$ cat config.mk
export PLATFORM = sky130hd
export DESIGN_NAME = rx_word_queue
export DESIGN_NICKNAME = d
export VERILOG_FILES = /design/src/rtl/rxq_pkg.sv /design/src/rtl/rxq_rst_sync.sv /design/src/rtl/rxq_store.sv /design/src/rtl/rxq_flags.sv /design/src/rtl/rxq_regs.sv /design/src/rtl/rx_word_queue.sv
export SDC_FILE = /design/constraint.sdc
export NUM_CORES = 1
export LEC_CHECK = 0
export BUFFER_PORTS_ARGS = -buffer_cell sky130_fd_sc_hd__buf_2
export CAP_MARGIN = 20
export CELL_PAD_IN_SITES_DETAIL_PLACEMENT = 1
export CELL_PAD_IN_SITES_GLOBAL_PLACEMENT = 1
export CORE_MARGIN = 2
export CORE_UTILIZATION = 50
export DETAILED_ROUTE_END_ITERATION = 8
export GPL_TIMING_DRIVEN = 0
export PLACE_DENSITY = 0.79
export RECOVER_POWER = 100
export SYNTH_ARGS = -nofsm -noshare
export SYNTH_HDL_FRONTEND = slang
export SYNTH_SLANG_ARGS = --single-unit
$ cat constraint.sdc
create_clock -name clk -period 2.3 [get_ports clk]
set_input_delay 0.115 -clock clk [delete_from_list [all_inputs] [get_ports clk]]
set_output_delay 0.115 -clock clk [all_outputs]
set_load 0.005 [all_outputs]
$ cat src/rtl/rxq_pkg.sv
package rxq_pkg;
  localparam int FLAG_N    = 5;
  localparam int FLAG_FULL = 0;
  localparam int FLAG_EMPT = 1;
  localparam int FLAG_THR  = 2;
  localparam int FLAG_AVL  = 3;
  localparam int FLAG_OVR  = 4;

  typedef enum logic [1:0] {
    REG_STATUS = 2'd0,
    REG_CLEAR  = 2'd1,
    REG_MASK   = 2'd2,
    REG_DATA   = 2'd3
  } reg_sel_e;
endpackage

$ cat src/rtl/rxq_rst_sync.sv
module rxq_rst_sync (
  input  logic clk,
  input  logic arst_n,
  output logic rst_n_sync
);
  logic [1:0] sync_q;

  always_ff @(posedge clk or negedge arst_n) begin
    if (!arst_n) sync_q <= 2'b00;
    else         sync_q <= {sync_q[0], 1'b1};
  end

  assign rst_n_sync = sync_q[1];
endmodule

$ cat src/rtl/rxq_store.sv
module rxq_store #(
  parameter  int DEPTH = 32,
  parameter  int WIDTH = 32,
  localparam int PTR_W = (DEPTH > 1) ? $clog2(DEPTH) : 1,
  localparam int CNT_W = $clog2(DEPTH + 1)
) (
  input  logic             clk,
  input  logic             rst_n,
  input  logic             push_req,
  input  logic [WIDTH-1:0] push_data,
  input  logic             pop_req,
  output logic [WIDTH-1:0] head_data,
  output logic             head_valid,
  output logic [CNT_W-1:0] cnt_next,
  output logic             drop_evt
);
  logic [PTR_W-1:0] wr_ptr_q, wr_ptr_d, rd_ptr_q, rd_ptr_d;
  logic [CNT_W-1:0] cnt_q, cnt_d;
  logic             is_full, is_empty, do_push, do_pop;
  logic [WIDTH-1:0] slots [DEPTH];

  assign is_full  = (cnt_q == CNT_W'(DEPTH));
  assign is_empty = (cnt_q == '0);
  assign do_pop   = pop_req & ~is_empty;
  assign do_push  = push_req & (~is_full | do_pop);
  assign drop_evt = push_req & is_full & ~do_pop;

  always_comb begin
    wr_ptr_d = wr_ptr_q;
    rd_ptr_d = rd_ptr_q;
    cnt_d    = cnt_q;
    if (do_push)
      wr_ptr_d = (wr_ptr_q == PTR_W'(DEPTH - 1)) ? '0 : wr_ptr_q + 1'b1;
    if (do_pop)
      rd_ptr_d = (rd_ptr_q == PTR_W'(DEPTH - 1)) ? '0 : rd_ptr_q + 1'b1;
    case ({do_push, do_pop})
      2'b10:   cnt_d = cnt_q + 1'b1;
      2'b01:   cnt_d = cnt_q - 1'b1;
      default: cnt_d = cnt_q;
    endcase
  end

  always_ff @(posedge clk or negedge rst_n) begin
    if (!rst_n) begin
      wr_ptr_q <= '0;
      rd_ptr_q <= '0;
      cnt_q    <= '0;
    end else begin
      wr_ptr_q <= wr_ptr_d;
      rd_ptr_q <= rd_ptr_d;
      cnt_q    <= cnt_d;
    end
  end

  for (genvar e = 0; e < DEPTH; e++) begin : g_slot
    logic             slot_we;
    logic [WIDTH-1:0] slot_q;
    assign slot_we = do_push && (wr_ptr_q == PTR_W'(e));
    always_ff @(posedge clk) begin
      if (slot_we) slot_q <= push_data;
    end
    assign slots[e] = slot_q;
  end

  assign head_data  = slots[rd_ptr_q];
  assign head_valid = ~is_empty;
  assign cnt_next   = cnt_d;
endmodule

$ cat src/rtl/rxq_flags.sv
module rxq_flags
  import rxq_pkg::*;
#(
  parameter int DEPTH  = 32,
  parameter int THRESH = 8,
  parameter int CNT_W  = 6
) (
  input  logic              clk,
  input  logic              rst_n,
  input  logic [CNT_W-1:0]  cnt_next,
  input  logic              ovr_set,
  input  logic              ovr_clr,
  input  logic [FLAG_N-1:0] mask_next,
  output logic [FLAG_N-1:0] flags_q,
  output logic              irq_q
);
  logic [FLAG_N-1:0] flags_d;
  logic              irq_d;

  always_comb begin
    flags_d            = '0;
    flags_d[FLAG_FULL] = (cnt_next == CNT_W'(DEPTH));
    flags_d[FLAG_EMPT] = (cnt_next == '0);
    flags_d[FLAG_THR]  = (cnt_next >= CNT_W'(THRESH));
    flags_d[FLAG_AVL]  = (cnt_next != '0);
    flags_d[FLAG_OVR]  = ovr_set | (flags_q[FLAG_OVR] & ~ovr_clr);
    irq_d              = |(flags_d & mask_next);
  end

  always_ff @(posedge clk or negedge rst_n) begin
    if (!rst_n) begin
      flags_q <= FLAG_N'(1) << FLAG_EMPT;
      irq_q   <= 1'b0;
    end else begin
      flags_q <= flags_d;
      irq_q   <= irq_d;
    end
  end
endmodule

$ cat src/rtl/rxq_regs.sv
module rxq_regs
  import rxq_pkg::*;
#(
  parameter int WIDTH = 32
) (
  input  logic              clk,
  input  logic              rst_n,
  input  logic              bus_sel,
  input  logic              bus_write,
  input  logic [1:0]        bus_addr,
  input  logic [WIDTH-1:0]  bus_wdata,
  input  logic [FLAG_N-1:0] flags_q,
  input  logic [WIDTH-1:0]  head_data,
  input  logic              head_valid,
  output logic [WIDTH-1:0]  bus_rdata,
  output logic              pop_req,
  output logic              ovr_clr,
  output logic [FLAG_N-1:0] mask_q,
  output logic [FLAG_N-1:0] mask_next
);
  reg_sel_e sel;
  logic     rd_en, wr_en, mask_we;

  assign sel     = reg_sel_e'(bus_addr);
  assign rd_en   = bus_sel & ~bus_write;
  assign wr_en   = bus_sel & bus_write;
  assign pop_req = rd_en & (sel == REG_DATA);
  assign ovr_clr = wr_en & (sel == REG_CLEAR) & bus_wdata[FLAG_OVR];
  assign mask_we = wr_en & (sel == REG_MASK);

  always_comb begin
    mask_next = mask_q;
    if (mask_we) mask_next = bus_wdata[FLAG_N-1:0];
  end

  always_ff @(posedge clk or negedge rst_n) begin
    if (!rst_n) mask_q <= '0;
    else        mask_q <= mask_next;
  end

  always_comb begin
    bus_rdata = '0;
    if (rd_en) begin
      case (sel)
        REG_STATUS: bus_rdata = WIDTH'(flags_q);
        REG_MASK:   bus_rdata = WIDTH'(mask_q);
        REG_DATA:   bus_rdata = head_valid ? head_data : '0;
        default:    bus_rdata = '0;
      endcase
    end
  end
endmodule

$ cat src/rtl/rx_word_queue.sv
module rx_word_queue
  import rxq_pkg::*;
#(
  parameter  int DEPTH  = 32,
  parameter  int WIDTH  = 32,
  parameter  int THRESH = 8,
  localparam int CNT_W  = $clog2(DEPTH + 1)
) (
  input  logic             clk,
  input  logic             rst_n,
  input  logic             push_valid,
  input  logic [WIDTH-1:0] push_data,
  input  logic             bus_sel,
  input  logic             bus_write,
  input  logic [1:0]       bus_addr,
  input  logic [WIDTH-1:0] bus_wdata,
  output logic [WIDTH-1:0] bus_rdata,
  output logic             irq,
  output logic             dma_req
);
  logic              rst_n_int;
  logic [WIDTH-1:0]  head_data;
  logic              head_valid, pop_req, drop_evt, ovr_clr, irq_q;
  logic [CNT_W-1:0]  cnt_next;
  logic [FLAG_N-1:0] flags_q, mask_q, mask_next;

  rxq_rst_sync u_rst (
    .clk        (clk),
    .arst_n     (rst_n),
    .rst_n_sync (rst_n_int)
  );

  rxq_store #(.DEPTH(DEPTH), .WIDTH(WIDTH)) u_store (
    .clk        (clk),
    .rst_n      (rst_n_int),
    .push_req   (push_valid),
    .push_data  (push_data),
    .pop_req    (pop_req),
    .head_data  (head_data),
    .head_valid (head_valid),
    .cnt_next   (cnt_next),
    .drop_evt   (drop_evt)
  );

  rxq_flags #(.DEPTH(DEPTH), .THRESH(THRESH), .CNT_W(CNT_W)) u_flags (
    .clk       (clk),
    .rst_n     (rst_n_int),
    .cnt_next  (cnt_next),
    .ovr_set   (drop_evt),
    .ovr_clr   (ovr_clr),
    .mask_next (mask_next),
    .flags_q   (flags_q),
    .irq_q     (irq_q)
  );

  rxq_regs #(.WIDTH(WIDTH)) u_regs (
    .clk        (clk),
    .rst_n      (rst_n_int),
    .bus_sel    (bus_sel),
    .bus_write  (bus_write),
    .bus_addr   (bus_addr),
    .bus_wdata  (bus_wdata),
    .flags_q    (flags_q),
    .head_data  (head_data),
    .head_valid (head_valid),
    .bus_rdata  (bus_rdata),
    .pop_req    (pop_req),
    .ovr_clr    (ovr_clr),
    .mask_q     (mask_q),
    .mask_next  (mask_next)
  );

  assign irq     = irq_q;
  assign dma_req = flags_q[FLAG_THR];
endmodule

# Yosys cells after proc, flatten, opt, wreduce, memory -nomap -nowiden
# Cells that the tools add are included.
# word_totals
reg_bits	1053
latchBits	0
ram_bits	0
romBits	0
in_bits	71
out_inout_bits	34
word_cells	152
n_memories	0
# op_classes
add_sub_neg	4
multipliers	0
div_mod_pow	0
n_lt_le_gt_ge	2
eq_ne	39
shifts	0
n_mux	10
bitwise_logic	20
reduce_logical	38
# op_table
op	count
$bmux W32 S5	1
$mux W32	4
$pmux W32 S3	1
$eq A5 B5 Y1 const B	17
$eq A5 B4 Y1 const B	8
$logic_and A1 B1 Y1	32
$eq A5 B3 Y1 const B	4
$mux W5	3
$eq A6 B6 Y1 const B	2
$logic_not A6 Y1	2
$pmux W6 S2	1
$and A1 B1 Y1	11
$add A5 B1 Y5 const B	2
$eq A5 B2 Y1 const B	2
$add A6 B1 Y6 const B	1
$eq A2 B2 Y1 const B	3
$ge A6 B4 Y1 const B	1
$ge A6 B6 Y1 const B	1
$not A5 Y6	1
$reduce_bool A6 Y1	1
$sub A6 B1 Y6 const B	1
$and A5 B5 Y5	1
$eq A5 B1 Y1 const B	1
$logic_not A5 Y1	1
5 further kinds	11

# Logic depth before layout (Yosys ltp)
# Gate-level depths: netlist (run 1).
# depth
word_depth	11
ltp_mapped	11
ltp_nobuf	10

# Modules after synthesis
# From an unflattened synthesis (run 1), not the netlist that was laid out.
# hier_totals
hier_cells	2429
area_unflattened_um2	41439.7
# modules_own_cells
mod	instances	cells_per_inst	area_each_um2	seq_area_each_um2
rxq_store	1	2339	40600.2	31149.9
rxq_regs	1	70	550.5	125.1
rxq_flags	1	17	235.2	151.4
rxq_rst_sync	1	3	53.8	50.0

# Worst setup path after synthesis (run 1)
# Ideal clock, no wire load.
# synth_timing
path_type	flip-flop to flip-flop
start	reg u_store.cnt_q[0]
end	reg u_store.g_slot[8].slot_q[0] (enable)
setup_ns	0.461
t_arrival_ns	3.482
required_ns	1.839
setup_slack_ns	-1.643
path_stages_with_launch	7
path_buffers	1
period_less_slack_ns	3.943
cell_sequence	dfrtp_1 nor3_2 nand4_1 nand2_1 clkbuf_1 or2_2 nor3_1
# synth_via
elab_chain_len	6
elab_cells_between_ends	8
classes_between	eq/ne (1); bitwise (5); reduce/logical (2)
# synth_rtl
item	line	source
from (decl)	rxq_store.sv:18	logic [CNT_W-1:0] cnt_q, cnt_d;
from (signal assigned)	rxq_store.sv:51	cnt_q <= cnt_d;
$logic_not A6 Y1	rxq_store.sv:23	assign is_empty = (cnt_q == '0);
$not A1 Y1	rxq_store.sv:24	assign do_pop = pop_req & ~is_empty;
$and A1 B1 Y1	rxq_store.sv:24	
$or A1 B1 Y1 (*)	rxq_store.sv:25	assign do_push = push_req & (~is_full | do_pop);
$and A1 B1 Y1 (*)	rxq_store.sv:25	
$logic_and A1 B1 Y1 (*)	rxq_store.sv:58	assign slot_we = do_push && (wr_ptr_q == PTR_W'(e));
via u_store.g_slot[8].slot_we	rxq_store.sv:56	logic slot_we;
to (signal assigned)	rxq_store.sv:60	if (slot_we) slot_q <= push_data;
to (decl)	rxq_store.sv:57	logic [WIDTH-1:0] slot_q;
# Mark *: on every way through the listed nets, which the timed path passes. The rest lies on a longest branch.
# A chain may end at the register's enable or synchronous reset.

# Worst setup path after layout (run 1)
# layout_timing
start	reg u_store.rd_ptr_q[0]
end	out bus_rdata[24]
# layout_via
elab_chain_len	7
# layout_rtl
item	line	source
from (decl)	rxq_store.sv:17	logic [PTR_W-1:0] wr_ptr_q, wr_ptr_d, rd_ptr_q, rd_ptr_d;
from (signal assigned)	rxq_store.sv:50	rd_ptr_q <= rd_ptr_d;
$not A5 Y6 (implied by the code)	rxq_store.sv:65	assign head_data = slots[rd_ptr_q];
$bmux W32 S5	rxq_store.sv:65	
$mux W32 (implied by the code) (2 in series)	rxq_store.sv:65	
$mux W32	rxq_regs.sv:47	REG_DATA: bus_rdata = head_valid ? head_data : '0;
$pmux W32 S3	rxq_regs.sv:44	case (sel)
$mux W32	rxq_regs.sv:43	if (rd_en) begin
to (decl)	rx_word_queue.sv:17	output logic [WIDTH-1:0] bus_rdata,
# Every way passes these cells. The select of a mux whose other input is x is not followed.

==> flow_metrics.py, run 1 <==
metrics = {
    "run_status": {
        "status": "complete, but fails checks",
        "violations": "max-capacitance violations, max-slew violations, negative setup slack",
    },
    "clock_network": {
        "cts_root_buf": "clkbuf_16",
        "cts.sinks": 1053,
        "cts_tree": "done",
        "cts_buffer_depth": 3,
        "cts_inserted_buffers": 104,
        "cts_max_level": 3,
        "clk_latency_ns": 0.71,
        "clk_pin_slew_ns": 0.07,
    },
    "setup_path": {
        "path_buf_inv": 5,
        "rr_worst_depth": 14,
        "required_ns": 2.18,
        "slowest_delay_ns": 0.59,
        "r2r-start": "u_store.cnt_q[2]",
        "r2r_end": "u_flags.irq_q",
        "worst_path_max_delay_cell": "mux4_2",
        "cp_data_arrival_time_ns": 3.51,
        "critPathCaptureType": "output pin",
        "worstSetupPathType": "register to output pin",
        "ff2ff_setup_slack_ns": -0.84,
        "crit_top_cell": "buf_12",
        "cp_num_cells": 9,
        "crit_family": "multiplexers",
        "worstPathCellList": "buf_12 -> buf_12 -> buf_16 -> buf_12 -> mux4_2 -> mux4_2 -> mux2i_2 -> nor2_1 -> buf_2",
        "start_kind": "register",
        "cp_max_fo": 10,
    },
    "global_routing": {
        "antenna_found_initial": 2,
        "grt_max_degree": 33,
        "grt_pass1_wl_mm": 172.6,
        "globalRouteOverflowTotal": 0,
        "grt_usage_pct": 29.94,
        "grt_pass1_vias": 22720,
    },
    "power_and_ir_drop": {
        "swShare_pct": 29.56,
        "power_frac_seq_pct": 41.3,
        "leakagePower_nw": 16.10,
        "p_sw_mw": 16.00,
        "pwr-share-comb_pct": 27.2,
        "peakVddDrop_mv": 0.8412,
        "cell_internal_pwr_mw": 38.15,
        "power_density_mw_per_mm2": 1086,
        "pwr-share-clk_pct": 31.4,
    },
    "finish": {
        "syn_to_final_growth_pct": 22.12,
        "fillers": 6556,
        "layout_commonest_cell": "edfxtp_1",
        "final_cell_mix": "1024 x edfxtp_1, 320 x mux4_2, 121 x clkbuf_16",
        "layout-drive-gt1-share_pct": 38.64,
        "final_nets": 2202,
    },
    "timing": {
        "hold_viol_final": 0,
        "post-route-period-util_pct": 157.8,
        "setup_viol": 1037,
        "clock.fmax_mhz": 275.6,
        "relSlewSlack_pct": -11.92,
        "period_needed_ns": 3.628,
        "worstMarginPinSlew_ns": 1.679,
        "fin_ws_ns": -1.328,
        "grt_setup_unrepaired": "true",
        "finClkSkew_ns": 0.02960,
        "drv_slew": 230,
        "whs_ns": 0.04538,
    },
    "synth": {
        "avgSynthCellArea_sq_um": 23.48,
        "syn_area_sq_mm": 0.04083,
        "syn-num-nets": 1819,
        "synth_cell_types": 56,
        "synth-seq-cells": 1053,
        "ys_warn_count": 0,
        "synth-main-ff-cell": "edfxtp_1",
        "synth_enable_flop_cells": 1024,
        "yosysSeqAreaShare_pct": 77.09,
        "synth-async-reset-ratio_pct": 2.754,
        "synthCells": 1739,
    },
    "detailed_routing": {
        "drt-met1-wl_mm": 46.39,
        "initialDrtViolationCount": 3387,
        "drc_errors": 0,
        "firstDrtPassIters": 6,
        "wl_mm": 135.2,
        "route.met2.wl_mm": 65.75,
        "highest_layer": "met5",
        "antenna_left": 0,
        "vias_per_cell": 6.900,
        "wl_met3_mm": 15.26,
        "dr_total_vias": 22540,
        "wl_per_cell_microns": 41.39,
    },
    "placement": {
        "place_ws_ns": -1.380,
        "port_buffers": 76,
        "hpwl_mm": 66.11,
        "gp_congestion": 0.7868,
    },
    "min_path": {
        "min_path_cells": 4,
        "worstHoldStart": "push_valid",
        "hold_class": "input pin to register",
        "hold_end": "u_store.cnt_q[5]",
    },
    "flow_run": {
        "cap_viol_max_count": 8,
    },
    "floorplan": {
        "core.rowCount": 104,
        "pin_count": 105,
        "die_y_microns": 289.8,
        "initial_core_util_pct": 50.61,
        "core_sq_mm": 0.08068,
        "dieArea_sq_mm": 0.08397,
        "fp.dieW_microns": 289.8,
    },
}
[sequential cells by signal (all words and copies together) (netlist names)]
signal and count:
u_store.wr_ptr_q 5, u_regs.mask_q 5, u_rst.sync_q 2, u_flags.flags_q 5, u_store.rd_ptr_q 5, u_store.g_slot.slot_q 1024
u_store.cnt_q 6, u_flags.irq_q 1
[logic make-up (layout without fill, tap and decap cells)]
logic type / count (synthesis) / after routing / synth area share (%)
adders and majority gates: 9 / 9 / 0.2758
AOI/OAI and AO/OA: 48 / 48 / 0.7906
buffers and inverters: 105 / 571 / 1.115
xor gates and xnor gates: 4 / 4 / 0.08581
other: 1 / 2 / 0.009184
and+or+nand+nor: 157 / 157 / 1.921
DFF: 1053 / 1053 / 77.09
muxes: 362 / 362 / 18.72
[repair_timing]
| item | in CTS | in global routing |
|---|---|---|
| gates cloned | 6 | 14 |
| endpoints found under the hold margin | 1024 | 0 |
| resized for setup | 215 | 78 |
| hold buffers | 42 | 0 |
| setup endpoints to repair | 1007 | 747 |
| buffers inserted | 58 | 53 |
| pin swaps | 28 | 31 |
[how the worst max path moves through the flow]
stage | startpoint | end | slack (ns)
5_1_grt | u_store.rd_ptr_q[0] | bus_rdata[24] | -1.32
2_1_floorplan | u_store.cnt_q[2] | u_flags.irq_q | -0.45
6_report | u_store.rd_ptr_q[0] | bus_rdata[24] | -1.33
3_3_place_gp | u_store.cnt_q[3] | u_store.g_slot[8].slot_q[16] | -1.42
3_5_place_dp | u_store.rd_ptr_q[1] | bus_rdata[12] | -1.38
4_1_cts | u_store.rd_ptr_q[0] | bus_rdata[4] | -1.05
[power groups by stage]
stage          Clock [mW]  Combinational (mW)  Sequential [mW]
3_5_place_dp            0                11.8             22.7
4_1_cts              16.7                13.5             22.3
6_report             17.0                14.8             22.4
5_1_grt              17.6                15.2             22.4
3_3_place_gp            0                11.0             22.6
2_1_floorplan           0                7.82             22.6
[Yosys cell counts, drive strengths merged, types with 3 or more instances]
cell,number,area [sq um]
mux2i,30,300.3
edfxtp,1024,30750
mux4,320,7207
dfrtp,28,700.7
mux2,12,135.1
and3,3,18.77
nand2b,7,43.79
nand2,23,86.33
inv,10,37.54
buf,50,249.0
ha,9,112.6
a21oi,7,35.03
nor2,73,274.0
nor3,8,56.31
nand4,4,25.02
nor2b,6,37.54
nand3,14,70.07
or3,3,28.78
clkbuf,45,168.9
xor2,3,26.28
a31oi,8,50.05
o21ai,18,90.09
[worst min-delay path: stages]
cell	delay [ns]
buf_2	0.13
buf_2	0.19
a21oi_1	0.16
nor2_1	0.09
[stage by stage]
| stage | power, mW | std cells | TNS [ns] | instance area, sq um | util, % |
|---|---|---|---|---|---|
| after floorplan | 30.37 | 1739 | -15.77 | 41200 | - |
| after detailed placement | 34.45 | 2913 | -437.29 | 43690 | 54.15 |
| after CTS | 52.43 | 3206 | -98.56 | 48910 | 60.62 |
| after global routing | 55.22 | 3265 | -328.87 | 49860 | 61.81 |
| final | 54.15 | 3266 | -252.71 | 49870 | 61.81 |
| after global placement | 33.65 | 2875 | -925.04 | 42900 | 53.18 |
[metal layers]
metal,GRT usage [%],up-vias
met5,0,-
met4,12.56,2
met3,5.895,432
met2,49.24,2001
met1,39.57,11900
li1,-,8198
[layout make-up]
type	instances	area (sq um)	share of cell area, %
clock inverter	63	514.2	1.031
inverter	10	40.04	0.08029
sequential	1053	31480	63.14
timing repair buffer	281	3386	6.790
buffer	91	1041	2.088
antenna	1	2.502	0.005018
clock buffer	126	2728	5.470
tap	1060	1326	2.660
multi-input combinational	581	9344	18.74
No activity file was read; power rests on OpenSTA's default activity.
==> run 2: changes to the inputs <==
- REMOVE_ABC_BUFFERS: unset -> 1
==> flow_metrics.py, run 2 (synthesized netlist as in run 1, its figures left out) <==
metrics = {
    "run_status": {
        "status": "complete, but fails checks",
        "violations": "max-capacitance violations, max-slew violations, negative setup slack",
    },
    "timing": {
        "setup_viol": 1031,
        "worstMarginPinSlew_ns": 1.584,
        "clock.fmax_mhz": 290.2,
        "finClkSkew_ns": 0.03433,
        "drv_slew": 66,
        "hold_viol_final": 0,
        "fin_ws_ns": -1.146,
        "setup_tns_ns": -368.24,
        "post-route-period-util_pct": 149.8,
        "period_needed_ns": 3.446,
        "grt_setup_unrepaired": "true",
        "relSlewSlack_pct": -5.610,
    },
    "global_routing": {
        "grt_pass1_wl_mm": 170.6,
        "grt_usage_pct": 29.50,
        "globalRouteOverflowTotal": 0,
        "grt_max_degree": 60,
        "grt_pass1_vias": 22410,
        "antenna_found_initial": 4,
    },
    "clock_network": {
        "cts_buffer_depth": 3,
        "cts_root_buf": "clkbuf_16",
        "cts.sinks": 1053,
        "cts_max_level": 3,
        "cts_tree": "done",
        "clk_pin_slew_ns": 0.07,
        "clk_latency_ns": 0.69,
        "cts_inserted_buffers": 105,
    },
    "detailed_routing": {
        "firstDrtPassIters": 6,
        "drc_errors": 0,
        "vias_per_cell": 6.903,
        "wl_mm": 131.5,
        "wl_per_cell_microns": 40.65,
        "dr_total_vias": 22330,
        "initialDrtViolationCount": 3580,
        "antenna_left": 0,
    },
    "power_and_ir_drop": {
        "power_mw": 54.88,
        "power_density_mw_per_mm2": 1094,
        "peakVddDrop_mv": 0.6528,
        "leakagePower_nw": 16.20,
    },
    "min_path": {
        "hold_end": "u_store.cnt_q[5]",
        "min_path_cells": 4,
        "hold_class": "input pin to register",
        "worstHoldStart": "push_valid",
    },
    "setup_path": {
        "cp_data_arrival_time_ns": 3.33,
        "required_ns": 2.18,
        "cp_max_fo": 8,
        "rr_worst_depth": 10,
        "r2r-start": "u_store.cnt_q[0]",
        "ff2ff_setup_slack_ns": -0.74,
        "r2r_end": "u_flags.irq_q",
        "start_kind": "register",
        "worstSetupPathType": "register to output pin",
        "critPathCaptureType": "output pin",
    },
    "placement": {
        "port_buffers": 77,
        "hpwl_mm": 60.45,
        "placed_cells": 2846,
        "gp_congestion": 0.7825,
    },
    "floorplan": {
        "fp.dieW_microns": 289.8,
        "pin_count": 105,
        "core.rowCount": 104,
        "initial_core_util_pct": 50.61,
        "core_sq_mm": 0.08068,
        "die_y_microns": 289.8,
        "dieArea_sq_mm": 0.08397,
    },
    "finish": {
        "layout_commonest_cell": "edfxtp_1",
        "syn_to_final_growth_pct": 22.87,
        "fin_util_pct": 62.19,
        "fillers": 6481,
        "antennaDiodeCount": 0,
        "final_cell_mix": "1024 x edfxtp_1, 320 x mux4_2, 121 x clkbuf_16",
        "largest_register_ffs": 1024,
        "final_nets": 2168,
        "top_register": "u_store.g_slot.slot_q",
        "final_cells": 3235,
        "reg_top3": "u_store.g_slot.slot_q (1024), u_store.cnt_q (6)",
        "layout-drive-gt1-share_pct": 38.25,
    },
    "flow_run": {
        "cap_viol_max_count": 2,
    },
}
run 2: cell types whose count changed in the layout (fill, tap and decap cells not counted), sizes merged, moves of 2 or more:
cell / delta
bufbuf: +5
bufinv: +3
clkbuf: -28
clkinv: -14
inv: +2
run 2: worst max path at each step:
| stage | start | end | slack [ns] | cells past startpoint |
|---|---|---|---|---|
| finish | u_store.rd_ptr_q[0] | bus_rdata[24] | -1.15 | 8 |
| global route | u_store.rd_ptr_q[0] | bus_rdata[24] | -1.18 | 8 |
| detailed placement | u_store.cnt_q[1] | u_store.g_slot[7].slot_q[5] | -1.43 | 8 |
| global placement | u_store.rd_ptr_q[0] | bus_rdata[4] | -13.59 | 6 |
| CTS | u_store.rd_ptr_q[0] | bus_rdata[1] | -1.07 | 9 |
| floorplan | u_store.rd_ptr_q[0] | bus_rdata[0] | -9.11 | 5 |
run 2: layout make-up:
type / count / area [sq um] / area share [%]
repair buffers: 337 / 4498 / 8.965
clock buffers: 139 / 2798 / 5.576
inverters: 10 / 42.54 / 0.08479
clock inverters: 55 / 593.1 / 1.182
multi-input cells: 581 / 9413 / 18.76
well taps: 1060 / 1326 / 2.643
flip-flops and latches: 1053 / 31500 / 62.79
run 2: metrics by stage:
| step | setup slack, ns | hold WS, ns | area (sq um) |
|---|---|---|---|
| floorplan | -9.114 | -0.1806 | 40420 |
| global placement | -13.59 | -0.09902 | 42130 |
| detailed placement | -1.426 | -0.09672 | 43770 |
| CTS | -1.073 | 0.001998 | 49050 |
| global route | -1.183 | 0.03957 | 50170 |
| finish | -1.146 | 0.04748 | 50170 |
run 2: repair_timing:
item | in CTS | in global routing
endpoints found under the hold margin | 1034 | 0
pin swaps | 23 | 41
gates cloned | 22 | 10
endpoints found under the setup margin | 1055 | 891
hold buffers | 43 | 0
resized for setup | 72 | 65
buffers inserted | 51 | 75
run 2: routing by layer:
| layer | routed length, microns | GRT usage [%] | share of wire, % |
|---|---|---|---|
| met1 | 45170 | 39.53 | 34 |
| met2 | 65550 | 48.57 | 50 |
| met3 | 14010 | 5.573 | 11 |
| met4 | 6748 | 11.44 | 5.1 |
| met5 | 37 | 0 | 0.028 |
run 2: power breakdown:
part / total [mW] / switching (mW) / internal [mW]
logic: 14.5 / 7.13 / 7.32
registers: 22.7 / 0.643 / 22.0
clock network: 17.8 / 7.94 / 9.83
total: 54.9 / 15.7 / 39.2
run 2: critical path: stages (launching register included):
cell and delay (ns):
dfrtp_4 0.49, buf_16 0.16, buf_16 0.17, buf_4 0.19, mux4_2 0.52, mux4_2 0.52
mux2i_2 0.36, nor2_1 0.07, buf_2 0.14
